## src/rtl/pbsram_pkg.sv

```systemverilog
package pbsram_pkg;

    // Capture-stage state of the access pipeline
    typedef enum logic [1:0] {
        ST_IDLE  = 2'd0,
        ST_READ  = 2'd1,
        ST_WRITE = 2'd2,
        ST_SLEEP = 2'd3
    } cyc_state_e;

endpackage

```

## src/rtl/pbsram_wr_decode.sv

```systemverilog
module pbsram_wr_decode #(
    parameter int NBYTES = 4
) (
    input  logic              wr_all_n,
    input  logic              lane_gate_n,
    input  logic [NBYTES-1:0] lane_wr_n,
    output logic [NBYTES-1:0] lane_en,
    output logic              wr_req
);

    // Global write wins; lane selects only pass when the gate is open
    always_comb begin
        if (!wr_all_n) begin
            lane_en = '1;
        end else if (!lane_gate_n) begin
            lane_en = ~lane_wr_n;
        end else begin
            lane_en = '0;
        end
    end

    assign wr_req = |lane_en;

endmodule

```

## src/rtl/pbsram_cycle_fsm.sv

```systemverilog
module pbsram_cycle_fsm
    import pbsram_pkg::*;
(
    input  logic       clk,
    input  logic       rst_n,
    input  logic       doze,
    input  logic       chip_sel,
    input  logic       cpu_start_n,
    input  logic       ctl_start_n,
    input  logic       wr_req,
    output cyc_state_e state,
    output logic       load,
    output logic       do_read,
    output logic       do_write
);

    cyc_state_e nxt;
    logic       any_strobe;

    assign any_strobe = !cpu_start_n || !ctl_start_n;

    // State register
    always_ff @(posedge clk or negedge rst_n) begin
        if (!rst_n) begin
            state <= ST_IDLE;
        end else begin
            state <= nxt;
        end
    end

    // Next-state decode
    always_comb begin
        nxt = state;
        unique case (state)
            ST_SLEEP: begin
                nxt = doze ? ST_SLEEP : ST_IDLE;
            end
            ST_IDLE, ST_READ, ST_WRITE: begin
                if (doze) begin
                    nxt = ST_SLEEP;
                end else if (any_strobe && !chip_sel) begin
                    nxt = ST_IDLE;
                end else if (!cpu_start_n) begin
                    nxt = ST_READ;
                end else if (!ctl_start_n || state != ST_IDLE) begin
                    nxt = wr_req ? ST_WRITE : ST_READ;
                end else begin
                    nxt = ST_IDLE;
                end
            end
            default: nxt = ST_IDLE;
        endcase
    end

    // Outputs
    always_comb begin
        load     = (nxt == ST_READ) || (nxt == ST_WRITE);
        do_read  = (state == ST_READ);
        do_write = (state == ST_WRITE);
    end

endmodule

```

## src/rtl/pbsram_array.sv

```systemverilog
module pbsram_array #(
    parameter int ADDR_W = 4,
    parameter int NBYTES = 4,
    parameter int BYTE_W = 8
) (
    input  logic                                clk,
    input  logic                                rst_n,
    input  logic                                load,
    input  logic [ADDR_W-1:0]                   addr,
    input  logic [NBYTES*(BYTE_W+1)-1:0]        din,
    input  logic [NBYTES-1:0]                   lane_en,
    input  logic                                do_read,
    input  logic                                do_write,
    output logic [NBYTES*(BYTE_W+1)-1:0]        rdata,
    output logic                                rd_valid
);

    localparam int DATA_W = NBYTES * (BYTE_W + 1);
    localparam int DEPTH  = 1 << ADDR_W;
    localparam int CHK_LO = NBYTES * BYTE_W;

    logic [DATA_W-1:0] mem [DEPTH];
    logic [ADDR_W-1:0] addr_q;
    logic [DATA_W-1:0] din_q;
    logic [NBYTES-1:0] lane_q;
    logic [DATA_W-1:0] bit_we;

    // Expand lane enables to a bit mask: data bits, then one check bit per lane
    for (genvar b = 0; b < NBYTES; b++) begin : g_lane
        assign bit_we[b*BYTE_W +: BYTE_W] = {BYTE_W{lane_q[b]}};
        assign bit_we[CHK_LO + b]         = lane_q[b];
    end

    // Capture stage
    always_ff @(posedge clk or negedge rst_n) begin
        if (!rst_n) begin
            addr_q <= '0;
            din_q  <= '0;
            lane_q <= '0;
        end else if (load) begin
            addr_q <= addr;
            din_q  <= din;
            lane_q <= lane_en;
        end
    end

    // Array commit; contents are not reset
    always_ff @(posedge clk) begin
        if (do_write) begin
            mem[addr_q] <= (mem[addr_q] & ~bit_we) | (din_q & bit_we);
        end
    end

    // Output stage
    always_ff @(posedge clk or negedge rst_n) begin
        if (!rst_n) begin
            rdata    <= '0;
            rd_valid <= 1'b0;
        end else begin
            rd_valid <= do_read;
            if (do_read) begin
                rdata <= mem[addr_q];
            end
        end
    end

endmodule

```

## src/rtl/pbsram_byte.sv

```systemverilog
module pbsram_byte
    import pbsram_pkg::*;
#(
    parameter int ADDR_W = 4,
    parameter int NBYTES = 4,
    parameter int BYTE_W = 8
) (
    input  logic                          clk,
    input  logic                          rst_n,
    input  logic                          doze,
    input  logic                          chip_sel,
    input  logic                          cpu_start_n,
    input  logic                          ctl_start_n,
    input  logic [ADDR_W-1:0]             addr,
    input  logic                          wr_all_n,
    input  logic                          lane_gate_n,
    input  logic [NBYTES-1:0]             lane_wr_n,
    input  logic [NBYTES*(BYTE_W+1)-1:0]  din,
    input  logic                          oe_n,
    output logic [NBYTES*(BYTE_W+1)-1:0]  dout,
    output logic                          dout_en
);

    localparam int DATA_W = NBYTES * (BYTE_W + 1);

    cyc_state_e        state;
    logic [NBYTES-1:0] lane_en;
    logic              wr_req;
    logic              load;
    logic              do_read;
    logic              do_write;
    logic              rd_valid;
    logic [DATA_W-1:0] rdata;

    pbsram_wr_decode #(.NBYTES(NBYTES)) u_dec (
        .wr_all_n    (wr_all_n),
        .lane_gate_n (lane_gate_n),
        .lane_wr_n   (lane_wr_n),
        .lane_en     (lane_en),
        .wr_req      (wr_req)
    );

    pbsram_cycle_fsm u_fsm (
        .clk         (clk),
        .rst_n       (rst_n),
        .doze        (doze),
        .chip_sel    (chip_sel),
        .cpu_start_n (cpu_start_n),
        .ctl_start_n (ctl_start_n),
        .wr_req      (wr_req),
        .state       (state),
        .load        (load),
        .do_read     (do_read),
        .do_write    (do_write)
    );

    pbsram_array #(
        .ADDR_W (ADDR_W),
        .NBYTES (NBYTES),
        .BYTE_W (BYTE_W)
    ) u_arr (
        .clk      (clk),
        .rst_n    (rst_n),
        .load     (load),
        .addr     (addr),
        .din      (din),
        .lane_en  (lane_en),
        .do_read  (do_read),
        .do_write (do_write),
        .rdata    (rdata),
        .rd_valid (rd_valid)
    );

    // Drive only for a held read, output enabled, awake, and no write on the bus
    assign dout    = rdata;
    assign dout_en = rd_valid && !oe_n && !doze && !wr_req;

endmodule

```

## config.mk

```make
export PLATFORM = sky130hd
export DESIGN_NAME = pbsram_byte
export DESIGN_NICKNAME = d
export VERILOG_FILES = /design/src/rtl/pbsram_pkg.sv /design/src/rtl/pbsram_wr_decode.sv /design/src/rtl/pbsram_cycle_fsm.sv /design/src/rtl/pbsram_array.sv /design/src/rtl/pbsram_byte.sv
export SDC_FILE = /design/constraint.sdc
export NUM_CORES = 1
export LEC_CHECK = 0
export ABC_AREA = 1
export BUFFER_PORTS_ARGS = -buffer_cell sky130_fd_sc_hd__buf_2
export CAP_MARGIN = 5
export CORE_MARGIN = 2
export CORE_UTILIZATION = 40
export CTS_CLUSTER_SIZE = 8
export DETAILED_ROUTE_END_ITERATION = 12
export GPL_TIMING_DRIVEN = 1
export PLACE_DENSITY = 0.59
export REMOVE_ABC_BUFFERS = 1
export SETUP_SLACK_MARGIN = 0.3
export SLEW_MARGIN = 20
export SYNTH_ARGS = -nofsm -noshare
export SYNTH_HDL_FRONTEND = slang
export SYNTH_SLANG_ARGS = --single-unit
```

## constraint.sdc

```tcl
create_clock -name clk -period 4.9 [get_ports clk]
set_input_delay 0.98 -clock clk [delete_from_list [all_inputs] [get_ports clk]]
set_output_delay 0.98 -clock clk [all_outputs]
set_load 0.01 [all_outputs]
```

==> results.toml <==
[timing]
rsz0062_at_grt = "false"
finalSetupViolCount = 0
maxSlewHeadroom_pct = 25.3
slew_viol_final = 0
fin_ws_ns = 1.92
hold_violations = 0
setup_tns_ns = 0
period_share_pct = 60.7
fin_skew_ns = 0.0233
fin_crit_ns = 2.98
max_freq_ghz = 0.336
worst-slew-pin-transition_ns = 1.12

[synthesis]
ys_seq_area_share_pct = 76.2
yosysUniqueCellTypes = 26
yosys-top-cells-area = "edfxtp_1, nand2_1, dfrtp_1"
synthCells = 1975
synth_seq_cells = 659
synth_top_area_share_pct = 68.1
yosys_warnings = 0
avgSynthCellArea_um2 = 12.9
yosysTopAreaCell = "edfxtp_1"
syn-cell-area_um2 = 25400

[layout]
drive_gt1_share_pct = 11.8
diodes = 0
layout.nets = 2150
layout_common_cells = "nand2_1, edfxtp_1, a22oi_1"
area_growth_pct = 16.2
final_common_cell = "nand2_1"

[min_path]
min_from = "u_arr.rdata[3]"
worstHoldPathCells = 2
hold_path_end = "u_arr.rdata[3]"
min_path_type = "flop to flop"

[clock_network]
cts_resized = 0
clkTransAtPathRegs_ns = 0.05
cts_tree = "done"
cts_buffers = 92
root_buffer = "clkbuf_16"
tritoncts_num_sinks = 659
cts_hold_buf = 0
post_cts_buffers = 0
clkLatencyLatePin_ns = 0.61
cts.path.max_buffers = 3
htreeDepth = 3

[routing]
wire_per_inst_um = 22.9
route.met2.wl_um = 32800
routed_via_density = 5.39
wl_met1_um = 29600
drt_wl_total_um = 69200
drt_iter0_drc = 1567
first_pass_iters = 7
highest_layer = "met4"
drc = 0
vias = 16258
antenna_left = 0
wl_met3_um = 5180

[grt]
grt_pass1_wl_um = 103000
antenna_found_initial = 0
overflow = 0
grtUsageTotal_pct = 21.1
grt_start_max_net_pins = 145
grt_pass1_vias = 16183

[worst_setup_path]
r2r_slack_ns = 1.92
critPathMaxFanout = 16
worstReg2RegEnd = "u_arr.mem[2][20]"
startpoint_type = "flop"
crit_arrival_ns = 3.21
worstSetupEndpointType = "flop"
r2r_start = "u_arr.addr_q[2]"
required_ns = 5.13
worst-setup-path-type = "flop to flop"
rr_worst_depth = 8

[status]
outcome = "completed"

[die]
die_h_um = 256
dieArea_um2 = 65600
rows = 92
start_util_pct = 40.4
fp.dieW_um = 256
ioPinCount = 90
core_um2 = 63000

[pwr]
max-vdd-ir-drop_mv = 0.388
leakage_nw = 11.0
power_density_nw_per_um2 = 535

[placed_design]
portBuffers = 89
dp_hpwl_um = 35400
pre_cts_ws_ns = 1.99
gp_congestion = 0.770

[flow_run]
drv_cap = 0
[critical path, stage by stage, from the launching register on]
cell	delay, ns
dfrtp_1	0.43
inv_1	0.12
nand2_1	0.33
clkinv_1	0.62
buf_4	0.44
nand2_1	0.10
nand2_1	0.06
o21ai_0	0.18
nand2_1	0.31
[per-layer routing]
| layer | up-vias | global-route usage [%] |
|---|---|---|
| met5 | - | 0 |
| met4 | 0 | 6.89 |
| met3 | 115 | 3.58 |
| met2 | 656 | 33.8 |
| met1 | 8174 | 29.3 |
| li1 | 7313 | - |
[stage by stage]
stage / total power [W] / cells / cell area (um2) / hold slack, ns / utilization, %
floorplan: 0.00896 / 1878 / 24900 / 0.478 / -
global placement: 0.0100 / 2848 / 26900 / 0.462 / 42.7
detailed placement: 0.0101 / 2849 / 26900 / 0.461 / 42.7
CTS: 0.0159 / 3017 / 29500 / 0.475 / 46.9
global route: 0.0165 / 3017 / 29500 / 0.498 / 46.9
finish: 0.0158 / 3017 / 29500 / 0.470 / 46.9
[Yosys cell counts]
cell and number:
inv_2 3, buf_6 4, a21o_1 1, buf_2 53, nand3_2 2, nand2_1 824
buf_1 2, nor2_4 4, nor2_1 23, o21ai_1 66, clkinv_1 3, nand2_4 1
edfxtp_1 576, o21ai_0 8, buf_4 12, a22oi_1 144, nand3_1 46, nand4_4 1
nand2_2 2, nand4_1 72, a21oi_1 1, dfrtp_1 83, nor2_2 1, nor4_1 1
clkbuf_1 26, inv_1 16
[sequential cells by signal, indices dropped and copies added (netlist names)]
signal / count
u_arr.rd_valid: 1
u_fsm.state: 2
u_arr.mem: 576
u_arr.addr_q: 4
u_arr.din_q: 36
u_arr.lane_q: 4
u_arr.rdata: 36
[worst max path at each step]
stage | slack [ns] | cells after the start | end | start
after global routing | 1.69 | 8 | u_arr.mem[6][14] | u_arr.addr_q[2]
final | 1.92 | 8 | u_arr.mem[2][20] | u_arr.addr_q[2]
after global placement | 2.07 | 11 | u_arr.addr_q[3] | cpu_start_n
after floorplan | 0.49 | 4 | u_arr.mem[10][0] | u_arr.addr_q[1]
after CTS | 1.97 | 8 | u_arr.mem[11][9] | u_arr.addr_q[2]
after detailed placement | 1.99 | 8 | u_arr.mem[7][11] | u_arr.addr_q[2]
[final cells by class]
type,count,area (um2)
multi-input combinational,1197,5590
inverter,22,85.1
clock inverter,3,22.5
clock buffer,165,2610
sequential,659,19400
timing repair buffer,125,788
fill,5540,33400
tap,846,1060
[kinds of logic after synthesis]
logic type / Yosys count / synth area share [%]
AOI/OAI and AO/OA: 220 / 5.76
buffers and inverters: 119 / 2.31
DFF: 659 / 76.2
and+or+nand+nor: 977 / 15.7
[power by group]
group / internal, W / leakage [nW] / switching (W) / total [W]
sequential: 0.00709 / 6.28 / 0.000175 / 0.00727
clock: 0.00355 / 1.25 / 0.00225 / 0.00579
combinational: 0.000674 / 3.52 / 0.00206 / 0.00273
total: 0.0113 / 11.0 / 0.00448 / 0.0158
Note: power is estimated with default switching activity, not from simulation.
